===== config.mk =====
export PLATFORM = sky130hd
export DESIGN_NAME = cfg_loader
export DESIGN_NICKNAME = d
export VERILOG_FILES = /design/src/rtl/cfgl_pkg.sv /design/src/rtl/cfgl_fifo.sv /design/src/rtl/cfgl_seq.sv /design/src/rtl/cfg_loader.sv
export SDC_FILE = /design/constraint.sdc
export NUM_CORES = 1
export LEC_CHECK = 0
export BUFFER_PORTS_ARGS = -buffer_cell sky130_fd_sc_hd__buf_2
export CELL_PAD_IN_SITES_DETAIL_PLACEMENT = 1
export CELL_PAD_IN_SITES_GLOBAL_PLACEMENT = 2
export CORE_UTILIZATION = 45
export DETAILED_ROUTE_END_ITERATION = 10
export PLACE_DENSITY_LB_ADDON = 0.05
export SYNTH_ARGS = -nofsm -noshare
export SYNTH_HDL_FRONTEND = slang
export SYNTH_SLANG_ARGS = --single-unit

===== constraint.sdc =====
create_clock -name clk -period 6.93 [get_ports clk]
set_input_delay 2.079 -clock clk [delete_from_list [all_inputs] [get_ports clk]]
set_output_delay 2.079 -clock clk [all_outputs]
set_load 0.005 [all_outputs]

===== src/rtl/cfgl_pkg.sv =====
package cfgl_pkg;
    typedef enum logic [1:0] {
        ST_IDLE = 2'd0,
        ST_RUN  = 2'd1,
        ST_FIN  = 2'd2
    } seq_state_t;

    localparam logic [15:0] OFF_CTRL  = 16'h0040;
    localparam logic [15:0] OFF_STAT  = 16'h0044;
    localparam logic [15:0] OFF_SIZE  = 16'h0048;
    localparam logic [15:0] OFF_USED  = 16'h004C;
    localparam logic [15:0] OFF_TOTAL = 16'h0050;
    localparam logic [15:0] OFF_CUR   = 16'h0054;
    localparam logic [15:0] OFF_DATA  = 16'h3000;

    localparam int CTL_EN  = 0;
    localparam int CTL_RST = 1;
    localparam int CTL_DMA = 2;
endpackage


===== src/rtl/cfgl_fifo.sv =====
module cfgl_fifo #(
    parameter int DEPTH = 16,
    parameter int W     = 32,
    localparam int AW   = $clog2(DEPTH),
    localparam int CW   = AW + 1
) (
    input  logic          clk,
    input  logic          rst_n,
    input  logic          push,
    input  logic          pop,
    input  logic [W-1:0]  din,
    output logic [W-1:0]  dout,
    output logic [CW-1:0] cnt,
    output logic          full,
    output logic          empty
);
    logic [W-1:0]  mem [DEPTH];
    logic [AW-1:0] wp, rp;
    logic          do_push, do_pop;

    assign full    = (cnt == CW'(DEPTH));
    assign empty   = (cnt == '0);
    assign do_push = push && !full;
    assign do_pop  = pop && !empty;
    assign dout    = mem[rp];

    always_ff @(posedge clk) begin
        if (do_push) mem[wp] <= din;
    end

    always_ff @(posedge clk) begin
        if (!rst_n) begin
            wp  <= '0;
            rp  <= '0;
            cnt <= '0;
        end else begin
            if (do_push) wp <= (wp == AW'(DEPTH - 1)) ? '0 : wp + 1'b1;
            if (do_pop)  rp <= (rp == AW'(DEPTH - 1)) ? '0 : rp + 1'b1;
            cnt <= cnt + CW'(do_push) - CW'(do_pop);
        end
    end


    fifo_hold_chk: assert property (@(posedge clk) disable iff (!rst_n)
        (push && full && !pop) |=> (cnt == $past(cnt)));


    fifo_floor_chk: assert property (@(posedge clk) disable iff (!rst_n)
        (pop && empty && !push) |=> (cnt == '0));
endmodule


===== src/rtl/cfgl_seq.sv =====
module cfgl_seq
    import cfgl_pkg::*;
#(
    parameter int CNT_W = 32
) (
    input  logic             clk,
    input  logic             rst_n,
    input  logic             en_set,
    input  logic             en_clr,
    input  logic [CNT_W-1:0] total,
    input  logic             fault,
    input  logic             fifo_empty,
    input  logic [31:0]      fifo_word,
    output logic             pop,
    output logic [7:0]       cfg_data,
    output logic             cfg_valid,
    output logic [CNT_W-1:0] cur_cnt,
    output logic [2:0]       sh_left,
    output logic             irq,
    output logic             running
);
    seq_state_t state, nstate;
    logic [31:0] sh_reg;
    logic        more;

    always_comb begin
        nstate = state;
        unique case (state)
            ST_IDLE: if (en_set) nstate = ST_RUN;
            ST_RUN: begin
                if (en_clr)                         nstate = ST_IDLE;
                else if (fault || cur_cnt >= total) nstate = ST_FIN;
            end
            ST_FIN:  if (en_clr) nstate = ST_IDLE;
            default: nstate = ST_IDLE;
        endcase
    end

    always_ff @(posedge clk) begin
        if (!rst_n) state <= ST_IDLE;
        else        state <= nstate;
    end

    always_comb begin
        running   = (state == ST_RUN);
        irq       = (state == ST_FIN);
        more      = (cur_cnt < total);
        cfg_valid = running && more && (sh_left != 3'd0);
        cfg_data  = sh_reg[31:24];
        pop       = running && more && !fifo_empty &&
                    ((sh_left == 3'd0) || (sh_left == 3'd1 && cfg_valid));
    end

    always_ff @(posedge clk) begin
        if (!rst_n) begin
            sh_reg  <= '0;
            sh_left <= '0;
            cur_cnt <= '0;
        end else if (en_set) begin
            sh_left <= '0;
            cur_cnt <= '0;
        end else begin
            if (pop) begin
                sh_reg  <= fifo_word;
                sh_left <= 3'd4;
            end else if (cfg_valid) begin
                sh_reg  <= {sh_reg[23:0], 8'h00};
                sh_left <= sh_left - 3'd1;
            end
            if (cfg_valid) cur_cnt <= cur_cnt + 1'b1;
        end
    end


    cnt_step_chk: assert property (@(posedge clk) disable iff (!rst_n)
        (cfg_valid && !en_set) |=> (cur_cnt == $past(cur_cnt) + 1'b1));


    cnt_bound_chk: assert property (@(posedge clk) disable iff (!rst_n)
        (state == ST_RUN && $stable(total)) |-> (cur_cnt <= total));


    irq_ack_chk: assert property (@(posedge clk) disable iff (!rst_n)
        en_clr |=> !irq);


    fin_quiet_chk: assert property (@(posedge clk) disable iff (!rst_n)
        irq |=> (!cfg_valid || en_set || $past(en_set)));
endmodule


===== src/rtl/cfg_loader.sv =====
module cfg_loader
    import cfgl_pkg::*;
#(
    parameter int FIFO_DEPTH = 16,
    parameter int CNT_W      = 32
) (
    input  logic        clk,
    input  logic        rst_n,
    input  logic        bus_wr,
    input  logic [15:0] bus_addr,
    input  logic [31:0] bus_wdata,
    output logic [31:0] bus_rdata,
    output logic [7:0]  cfg_data,
    output logic        cfg_valid,
    output logic        cfg_rst,
    input  logic        cfg_done_i,
    input  logic        cfg_err_i,
    output logic        dma_req,
    output logic        irq
);
    localparam int FIFO_BYTES = FIFO_DEPTH * 4;
    localparam int HALF       = FIFO_DEPTH / 2;
    localparam int CW         = $clog2(FIFO_DEPTH) + 1;

    logic [2:0]       ctrl_q;
    logic [CNT_W-1:0] total_q;
    logic             ovf_err, dev_err;
    logic             ctrl_wr, en_set, en_clr, fifo_push, fifo_pop;
    logic [31:0]      fifo_word;
    logic [CW-1:0]    fifo_cnt;
    logic             fifo_full, fifo_empty, running;
    logic [CNT_W-1:0] cur_cnt;
    logic [2:0]       sh_left;
    logic [31:0]      used_bytes, status;

    assign ctrl_wr   = bus_wr && (bus_addr == OFF_CTRL);
    assign en_set    = ctrl_wr && bus_wdata[CTL_EN] && !ctrl_q[CTL_EN];
    assign en_clr    = ctrl_wr && !bus_wdata[CTL_EN];
    assign fifo_push = bus_wr && (bus_addr == OFF_DATA);

    cfgl_fifo #(.DEPTH(FIFO_DEPTH), .W(32)) u_fifo (
        .clk(clk), .rst_n(rst_n), .push(fifo_push), .pop(fifo_pop),
        .din(bus_wdata), .dout(fifo_word), .cnt(fifo_cnt),
        .full(fifo_full), .empty(fifo_empty)
    );

    cfgl_seq #(.CNT_W(CNT_W)) u_seq (
        .clk(clk), .rst_n(rst_n), .en_set(en_set), .en_clr(en_clr),
        .total(total_q), .fault(ovf_err || dev_err),
        .fifo_empty(fifo_empty), .fifo_word(fifo_word), .pop(fifo_pop),
        .cfg_data(cfg_data), .cfg_valid(cfg_valid), .cur_cnt(cur_cnt),
        .sh_left(sh_left), .irq(irq), .running(running)
    );

    always_ff @(posedge clk) begin
        if (!rst_n) begin
            ctrl_q  <= '0;
            total_q <= '0;
            ovf_err <= 1'b0;
            dev_err <= 1'b0;
        end else begin
            if (ctrl_wr) ctrl_q <= bus_wdata[2:0];
            if (bus_wr && bus_addr == OFF_TOTAL) total_q <= bus_wdata[CNT_W-1:0];
            if (en_set) begin
                ovf_err <= 1'b0;
                dev_err <= 1'b0;
            end else begin
                if (fifo_push && fifo_full) ovf_err <= 1'b1;
                if (cfg_err_i)              dev_err <= 1'b1;
            end
        end
    end

    always_comb begin
        cfg_rst    = ctrl_q[CTL_EN] && ctrl_q[CTL_RST];
        dma_req    = ctrl_q[CTL_DMA] && running &&
                     ((CW'(FIFO_DEPTH) - fifo_cnt) >= CW'(HALF));
        used_bytes = 32'(fifo_cnt) * 32'd4 + 32'(sh_left);
        status     = {13'd0, cfg_done_i, 1'b0, irq, 13'd0, dev_err, ovf_err, running};
        case (bus_addr)
            OFF_CTRL:  bus_rdata = {29'd0, ctrl_q};
            OFF_STAT:  bus_rdata = status;
            OFF_SIZE:  bus_rdata = 32'(FIFO_BYTES);
            OFF_USED:  bus_rdata = used_bytes;
            OFF_TOTAL: bus_rdata = 32'(total_q);
            OFF_CUR:   bus_rdata = 32'(cur_cnt);
            default:   bus_rdata = 32'd0;
        endcase
    end


    ovf_flag_chk: assert property (@(posedge clk) disable iff (!rst_n)
        (fifo_push && fifo_full) |=> ovf_err);


    rst_pulse_chk: assert property (@(posedge clk) disable iff (!rst_n)
        (ctrl_wr && bus_wdata[1:0] == 2'b11) |=> cfg_rst);


    dma_cpu_chk: assert property (@(posedge clk) disable iff (!rst_n)
        (ctrl_wr && !bus_wdata[CTL_DMA]) |=> !dma_req);


    err_clr_chk: assert property (@(posedge clk) disable iff (!rst_n)
        en_set |=> (!ovf_err && !dev_err && cur_cnt == '0));
endmodule


# Word level (Yosys, flattened, before mapping)
# Memories as Yosys holds them, arrays and structs flattened. A register that Yosys moved wholly into a read port is not among the register bits.
# Cells that the tools add are included.
# word_totals
wordCells	91
ramBits	512
n_memories	1
register_bits	119
# classes
n_reduce_logical	33
order_cmp	3
eq_ne	16
bitwise_logic	2
muxes	16
n_addsub	8
# memory_table
name	words	word_bits	read_ports	rd_ports_with_merged_regs	write_ports	line_no	source
u_fifo.mem	16	32	1	1	1	cfgl_fifo.sv:17	logic [W-1:0] mem [DEPTH];
# op_table
operator	count
case mux 32 bit (6 select lines)	1
== test 16 x 7 -> 1 bit (second input constant)	6
2-to-1 mux 32 bit	2
adder 32 x 1 -> 32 bit (second input constant)	1
greater-or-equal comparator 32 bit	1
< comparator 32 bit	1
logical AND 1 bit	17
== test 16 x 14 -> 1 bit (second input constant)	1
2-to-1 mux 4 bit	4
adder 4 x 1 -> 4 bit (second input constant)	2
adder 7 x 3 -> 8 bit	1
== test 4 bit (second input constant)	2
2-to-1 mux 2 bit	4
2-to-1 mux 3 bit	2
case mux 2 bit (3 select lines)	1
adder 5 x 1 -> 5 bit	1
== test 5 bit (second input constant)	1
greater-or-equal comparator 5 x 4 -> 1 bit (second input constant)	1
logical NOT 5 bit	1
subtractor 5 x 1 -> 5 bit	1
subtractor 5 bit (first input constant)	1
logical NOT 1 bit	4
== test 3 x 1 -> 1 bit (second input constant)	1
logical NOT 3 bit	1
16 further kinds	20

# Longest topological paths before layout
# Gate-level depths: netlist of the first run.
# logic_depth
ltp_word	9
ltp_mapped	18
mapped_depth_nobuf	17

# By module
# A second synthesis of the first run with hierarchy kept.
# unflattened
cells_unflattened	1660
hier_area_um2	26616.8
# by_module_without_submodules
module	instances	cells_each	area_each_um2
cfgl_fifo	1	890	20043.0
cfgl_seq	1	499	4210.3
cfg_loader	1	271	2363.5

# Worst setup path before layout of the first run
# OpenSTA, ideal clock, no wires.
# synth_timing
kind	input to register
startpoint	input bus_addr[5]
endpoint	memory u_fifo.mem[3][0], enable pin
slack_ps	888
cell_stages	6
t_required_ps	6469
setup_ps	461
arrival_ps	5581
cell_sequence	or4_4 nor4_4 nand4_1 nor2_2 nand2_1 nor3_1
# synth_via
elab_chain_len	5
# synth_rtl
item	line_no	source
start, declared	cfg_loader.sv:10	input logic [15:0] bus_addr,
== test 16 x 14 -> 1 bit	cfg_loader.sv:39	assign fifo_push = bus_wr && (bus_addr == OFF_DATA);
logical AND 1 bit	cfg_loader.sv:39	
logical AND 1 bit	cfgl_fifo.sv:23	assign do_push = push && !full;
via u_fifo.do_push	cfgl_fifo.sv:19	logic do_push, do_pop;
2-to-1 mux 1 bit	cfgl_fifo.sv:28	if (do_push) mem[wp] <= din;
2-to-1 mux 1 bit (not written as such)	cfgl_fifo.sv:28	
end, declared	cfgl_fifo.sv:17	
# The timed path passes the listed nets, and every way through them passes these cells.

# Worst setup path after layout of the first run
# layout_timing
startpoint	input bus_addr[11]
endpoint	output bus_rdata[25]
# layout_via
elab_chain_len	2
# layout_rtl
item	line_no	source
== test 16 x 7 -> 1 bit	cfg_loader.sv:80	case (bus_addr)
case mux 32 bit (6 select lines) (*)	cfg_loader.sv:80	
end, declared	cfg_loader.sv:12	output logic [31:0] bus_rdata,
# Every way passes the cells marked *; elsewhere a longest branch is shown, timed or not.

==> results of run 1 <==
==> cell type report <==
cell class                 instances  area share [%]
sequential                       635            59.3
multi-input combinational        839            26.8
clock buffer                      87            6.17
tap                              765            3.18
timing repair buffer             139            2.75
clock inverter                    38            1.07
inverter                          58           0.723
antenna                            1         0.00831
==> worst max path at each step <==
stage                  from               end  depth (start not counted)
5_1_grt        bus_addr[11]     bus_rdata[24]                         10
4_1_cts        bus_addr[11]     bus_rdata[25]                         10
2_1_floorplan   bus_addr[5]  u_fifo.mem[3][0]                          6
6_report       bus_addr[11]     bus_rdata[25]                         10
3_5_place_dp   bus_addr[11]     bus_rdata[25]                         10
3_3_place_gp   bus_addr[11]     bus_rdata[17]                          9
==> metal layers <==
metal	up-vias	global-route usage (%)	part of all wire (%)
li1	6674	-	-
met1	7921	34.0	44
met2	349	41.4	50
met3	107	3.88	4.2
met4	0	6.78	2.3
met5	-	0	0
==> cell families after synthesis <==
group                    share of synthesized area (%)
flip-flops                                        67.4
multiplexers                                      14.0
XOR/XNOR                                         0.331
AND/OR/NAND/NOR                                   6.32
AO/OA/AOI/OAI                                     6.75
buffers and inverters                             2.56
adder cells (fa/ha/maj)                           2.63
==> power by group <==
| part | internal (W) | switching (W) |
|---|---|---|
| Sequential | 0.00411 | 0.000000531 |
| Combinational | 0.0000174 | 0.0000739 |
| Clock | 0.00209 | 0.00150 |
| Total | 0.00622 | 0.00158 |
==> per-stage QoR <==
stage          instances  area, µm²  power, W  hold WS [ns]  setup WS, ns
2_1_floorplan       1629      26400   0.00421         0.429         0.888
3_3_place_gp        2436      27900   0.00428         0.440         0.753
3_5_place_dp        2436      27900   0.00429         0.444         0.721
4_1_cts             2561      30100   0.00786         0.451         0.704
5_1_grt             2561      30100   0.00800         0.470         0.511
6_report            2562      30100   0.00779         0.451         0.676
==> tightest hold or removal path: stages, from the launching register on <==
cell,delay (ns)
dfxtp_1,0.31
nand2_1,0.05
o21ai_1,0.05
==> cell usage in the layout, fill, tap and decap left out, types with 16 or more instances in the layout <==
cell type | netlist | layout
buf_4 | 9 | 41
nand2_1 | 130 | 130
nor2b_1 | 16 | 16
a21oi_1 | 69 | 68
o21ai_0 | 16 | 16
nand3_1 | 51 | 51
inv_1 | 58 | 58
mux2i_1 | 63 | 63
a21boi_0 | 34 | 34
clkbuf_16 | 0 | 71
nor2_1 | 32 | 20
buf_2 | 25 | 96
edfxtp_1 | 512 | 512
o211a_1 | 24 | 24
o22ai_1 | 24 | 24
a22o_1 | 22 | 22
ha_1 | 54 | 54
mux4_2 | 136 | 136
dfxtp_1 | 123 | 120
==> metrics.md, run 1 <==
| Metric | Value |
|---|---|
| Status | completed |
| H-tree depth | 3 |
| CTS Buffer Depth | 3 |
| Rel. slew slack | roughly a third |
| Hold endpoint | u_seq.sh_reg[6] |
| Leakage | 9.98 nW |
| Top Family by Delay on Critical Path | simple AND/OR/NAND/NOR gates |
| CP bufs+invs | 4 |
| RSZ-0062 raised after global routing | false |
| Final Skew | about 0.016 ns |
| Syn Inst Count | approximately 1600 |
| Rows | 88 |
| Slowest cell on the critical path | nor4_1 |
| I/O Pins | 97 |
| Routability cong. | 0.855 |
| Synth Flop Type | edfxtp_1 |
| DIE AREA | 59700 µm² |
| DP HPWL | 46600 µm |
| Share of cells above drive strength 1 | 22.9% |
| Seq/Total Area, Yosys | 67.4% |
| Min-delay src | u_seq.sh_reg[6] |
| Worst EP required | ~4.9 ns |
| R2R Path End | u_seq.sh_reg[3] |
| Post-CTS Resized | 0 |
| Remaining DRCs | 0 |
| First-pass GRT wire length | 107000 µm |
| Number of buffers created by CTS | 71 |
| Crit-path cells | buf_2 -> nor4_1 -> and4_1 -> nor2b_1 -> nand2_1 -> nor3b_2 -> buf_4 -> buf_4 -> a22o_1 -> buf_2 |
| Hold Crit Class | flop to flop |
| Syn nets | 1737 |
| Post-layout nets | 1852 |
| P&R area growth vs syn | 13.8% |
| DRT iter0 DRCs | 1220 |
| Final setup vio count | 0 |
| Count of final hold-check violations | 0 |
| Router iterations before antenna repair | 6 |
| Tightest Pin Transition | a little under 1 ns |
| Ys Warns | 0 |
| Area leader, netlist | edfxtp_1 |
| Clk_lat worst skew | roughly 0.6 ns |
| Synthesized flop and latch total | 635 |
| Routed WL | between 70000 and 80000 µm |
| Cells on worst reg2reg path | 11 |
| Final Max Slew Viols | 0 |
| Top post-synthesis cells by area | edfxtp_1, mux4_2, dfxtp_1 |
| PortBufs | 96 |
| EDFF count, synth | 512 |
| Worst-path clk slew | ~0.06 ns |
| Tmin final | 6.25 ns |
| Root Buffer | clkbuf_16 |
| Ys async rst share | 0% |
| Pwr Density | roughly 260 nW/µm² |
| Vias in the first global route | about 16000 |
| Max-cap violation count | 0 |
| Number of routed nets with antenna violations | 0 |
| Initial Util | 45.7% |
| Sequential Area | 17800 µm² |
| Worst setup SP type | primary input |
| CTS hold repair buffers | 0 |
| Drt wl/cell | 28.4 µm |
| Routed via count | 15051 |
| Hold Path Depth | 2 |
| Die width | 244 µm |
| Synth cell types | 73 |
| Maximum fanout along the worst path | 27 |
| Synth top area share | around three fifths |
| Synthesized area | ~26000 µm² |
| Fillers | 5477 |
| Fmax | roughly 160 MHz |
| Overall global routing resource usage | 24.9% |
| Fin crit share | between 90% and 100% |
| Antenna violations before repair | 0 |
| Max FFs per register | 512 |
| Worst Setup End Kind | output pin |
| Die height | roughly 240 µm |
| Synth top cells by count | edfxtp_1, mux4_2, nand2_1 |
| Mapped Avg Cell Area | between 15 and 20 µm² |
| Setup Buffers After CTS | 0 |
| Setup TNS | 0 ns |
| Flop2flop setup slack | around 2.9 ns |
| CP Class | primary input to output pin |
| TritonCTS clock tree | built |
| Most common cell in the netlist | edfxtp_1 |
| Multi-input gate area in the final layout | 8070 µm² |
| Total gr overflow | 0 |
| Reg-to-Reg Start | total_q[21] |
| CORE AREA | a little under 60000 µm² |
| Max stage delay on crit path | approximately 0.33 ns |
| Maximum vdd ir drop | between 200 and 300 µV |
| DR vias/cell | just under 6 |
| TritonCTS Sinks | 635 |
| Largest net degree at the start of global routing | 87 |
| Reg with most FFs | u_fifo.mem |
| Final design utilization | 52.0% |
| Arr. time, crit path | 4.18 ns |
(Power assumes the default switching activity.)
==> inputs of run 2 (changes only) <==
--- a/config.mk
+++ b/config.mk
@@ -13,4 +13,6 @@
 export PLACE_DENSITY_LB_ADDON = 0.05
 export SYNTH_ARGS = -nofsm -noshare
 export SYNTH_HDL_FRONTEND = slang
+export SYNTH_HIERARCHICAL = 1
 export SYNTH_SLANG_ARGS = --single-unit
+export TNS_END_PERCENT = 30
==> run 2 against run 1 <==
  * Wire length shrank 3.2%
  * Clock skew rose by 0.0040 ns
  * Flip-flop and latch count is the same
  * Critical endpoint is now bus_rdata[0]
==> metrics.md, run 2 <==
| Metric | Value |
|---|---|
| Setup TNS | 0 ns (unchanged) |
| Ys Warns | 6 (was 0) |
| Maximum vdd ir drop | 172 µV (was 274 µV) |
| Final Skew | 0.0196 ns (was 0.0156 ns) |
| CORE AREA | 58000 µm² (was 57900 µm²) |
| Reg-to-Reg Start | total_q[10] (was total_q[21]) |
| Setup Buffers After CTS | 0 (unchanged) |
| Syn Inst Count | 1660 (was 1629) |
| Clk_lat worst skew | 0.60 ns (about the same) |
| Die width | 245 µm (was 244 µm) |
| Number of routed nets with antenna violations | 0 (unchanged) |
| Number of buffers created by CTS | 70 (was 71) |
| Status | completed (unchanged) |
| Seq/Total Area, Yosys | 67.0% (was 67.4%) |
| Synthesized flop and latch total | 635 (unchanged) |
| Antenna violations before repair | 5 (was 0) |
| RSZ-0062 raised after global routing | false (unchanged) |
| Count of final hold-check violations | 0 (unchanged) |
| CP startpoint | bus_addr[5] (was bus_addr[11]) |
| Final design utilization | 52.0% (about the same) |
| Rel. slew slack | 19.7% (was 33.9%) |
| Most common cell after layout, fill and taps aside | edfxtp_1 (unchanged) |
| Reg with most FFs | u_fifo/mem (was u_fifo.mem) |
| Slowest cell on the critical path | nor3b_1 (was nor4_1) |
| Syn nets | 1763 (was 1737) |
| Ys async rst share | 0% (unchanged) |
| Most frequent cells in the layout | edfxtp_1, mux4_2, dfxtp_1 (was edfxtp_1, mux4_2, nand2_1) |
| Arr. time, crit path | 3.73 ns (was 4.18 ns) |
| Routability cong. | 0.808 (was 0.855) |
| CTS Buffer Depth | 3 (unchanged) |
| Area leader, netlist | edfxtp_1 (unchanged) |
| CTS hold repair buffers | 0 (unchanged) |
| PortBufs | 96 (unchanged) |
| Post-CTS Resized | 0 (unchanged) |
| Router iterations before antenna repair | 4 (was 6) |
| Setup WS post-layout | 1.12 ns (was 0.676 ns) |
| Largest net degree at the start of global routing | 58 (was 87) |
| Min-delay src | u_seq/sh_reg[1] (was u_seq.sh_reg[6]) |
| H-tree depth | 3 (unchanged) |
| Total gr overflow | 0 (unchanged) |
| Overall global routing resource usage | 23.9% (was 24.9%) |
| Crit-path cells | buf_2 -> nor3b_2 -> buf_4 -> and3b_1 -> nor3b_1 -> a32o_1 -> buf_2 (was buf_2 -> nor4_1 -> and4_1 -> nor2b_1 -> nand2_1 -> nor3b_2 -> buf_4 -> buf_4 -> a22o_1 -> buf_2) |
| Vias in the first global route | 16331 (was 15858) |
| Synth top area share | 57.8% (was 58.1%) |
| Routed via count | 15283 (was 15051) |
| DR vias/cell | 5.92 (was 5.87) |
| Die height | 245 µm (was 244 µm) |
| Final setup vio count | 0 (unchanged) |
| Initial Util | 45.9% (was 45.7%) |
| P&R area growth vs syn | 13.4% (was 13.8%) |
| Pwr Density | 263 nW/µm² (was 259 nW/µm²) |
| Pre-CTS WS | 1.15 ns (was 0.721 ns) |
| Max stage delay on crit path | 0.48 ns (was 0.33 ns) |
| CP Class | primary input to output pin (unchanged) |
| Max-cap violation count | 0 (unchanged) |
| Top post-synthesis cells by area | edfxtp_1, mux4_2, dfxtp_1 (unchanged) |
| First-pass GRT wire length | 105000 µm (was 107000 µm) |
| Fmax | 172 MHz (was 160 MHz) |
| Root Buffer | clkbuf_16 (unchanged) |
| Worst EP required | 4.85 ns (about the same) |
| Share of cells above drive strength 1 | 23.8% (was 22.9%) |
| Worst-path clk slew | 0.06 ns (about the same) |
| DIE AREA | 60100 µm² (was 59700 µm²) |
| DP HPWL | 43000 µm (was 46600 µm) |
| I/O Pins | 97 (unchanged) |
| Rows | 88 (unchanged) |
| Tightest Pin Transition | 1.20 ns (was 0.991 ns) |
| Hold Crit Class | flop to flop (unchanged) |
| Worst Setup End Kind | output pin (unchanged) |
| Max FFs per register | 512 (unchanged) |
| Fillers | 5428 (was 5477) |
| Synth cell types | 81 (was 73) |
| Drt wl/cell | 27.2 µm (was 28.4 µm) |
| Worst setup SP type | primary input (unchanged) |
| Routed WL | 70300 µm (was 72700 µm) |
| Post-layout nets | 1862 (was 1852) |
| TritonCTS Sinks | 635 (unchanged) |
| Final Max Slew Viols | 0 (unchanged) |
| DRT iter0 DRCs | 1003 (was 1220) |
| Synth top cells by count | edfxtp_1, mux4_2, dfxtp_1 (was edfxtp_1, mux4_2, nand2_1) |
| Maximum fanout along the worst path | 15 (was 27) |
| TritonCTS clock tree | built (unchanged) |
| Tmin final | 5.81 ns (was 6.25 ns) |
| Mapped Avg Cell Area | 16.0 µm² (was 16.2 µm²) |
| Remaining DRCs | 0 (unchanged) |
| Most common cell in the netlist | edfxtp_1 (unchanged) |
| Fin crit share | 83.8% (was 90.3%) |
| Synthesized area | 26600 µm² (was 26400 µm²) |
| Synth Flop Type | edfxtp_1 (unchanged) |
| Tot Pwr | 0.00794 W (was 0.00779 W) |
| Leakage | 10.1 nW (was 9.98 nW) |
| EDFF count, synth | 512 (unchanged) |
| Most common cell on crit path | buf_2 |
==> run 2: cell count changes in the layout (fill, tap and decap cells not counted), sizes merged, moves of 9 or more <==
cell and change:
mux2i -30, nor2b -9, o22ai -14, and2 +17
buf -10, o21ai +24, a21boi -32, a222oi -9
nand2 -15, a22oi +60, nand3 +12
==> run 2: final cells by class <==
type                       instances  area [µm²]  share of cell area, %
clock buffer                      92        1980                   6.56
multi-input combinational        866        8090                   26.8
timing repair buffer             129         741                   2.46
sequential                       635       17800                   59.1
tap                              765         957                   3.17
inverter                          57         214                  0.709
clock inverter                    36         343                   1.14
antenna                            2        5.00                 0.0166
==> run 2: through the flow <==
stage,area [µm²],hold slack (ns),cells
6_report,30200,0.476,2582
5_1_grt,30200,0.496,2580
4_1_cts,30200,0.480,2580
3_5_place_dp,27800,0.472,2452
3_3_place_gp,27800,0.454,2452
2_1_floorplan,26600,0.445,1660
==> run 2: critical path: cells and delay by family <==
| kind | cells | cell delay, ns |
|---|---|---|
| and+or+nand+nor | 3 | 0.92 |
| AOI/OAI and AO/OA | 1 | 0.25 |
| buffers and inverters | 3 | 0.49 |
==> run 2: path summary, 6_finish.rpt <==
check / endpoint / slack (ns) / cells past startpoint
worst min register to register: u_seq/sh_reg[1] / 0.48 / 2
worst min-delay path: u_seq/sh_reg[1] / 0.48 / 2
worst max-delay path: bus_rdata[0] / 1.12 / 7
worst max register to register: u_fifo/cnt[4] / 2.43 / 18
==> run 2: cells by family after synthesis <==
group / count (synthesis) / share of synthesized area [%]
AO/OA/AOI/OAI: 301 / 8.01
XOR/XNOR: 16 / 0.527
adder cells (fa/ha/maj): 50 / 2.38
buffers and inverters: 159 / 2.86
flip-flops: 635 / 67.0
multiplexers: 164 / 12.3
AND/OR/NAND/NOR: 335 / 6.88
==> run 2: power breakdown <==
part / internal (W) / leakage [nW] / switching (W)
sequential: 0.00411 / 5.59 / 0.000000305
clock: 0.00221 / 1.16 / 0.00151
combinational: 0.0000186 / 3.32 / 0.0000849
total: 0.00634 / 10.1 / 0.00159
==> run 2: layer usage <==
layer	track usage, %	up-vias	share of wire [%]
li1	-	6798	-
met4	6.56	6	2.3
met1	32.1	8002	44
met5	0	-	0.058
met2	40.2	366	50
met3	3.82	111	4.5
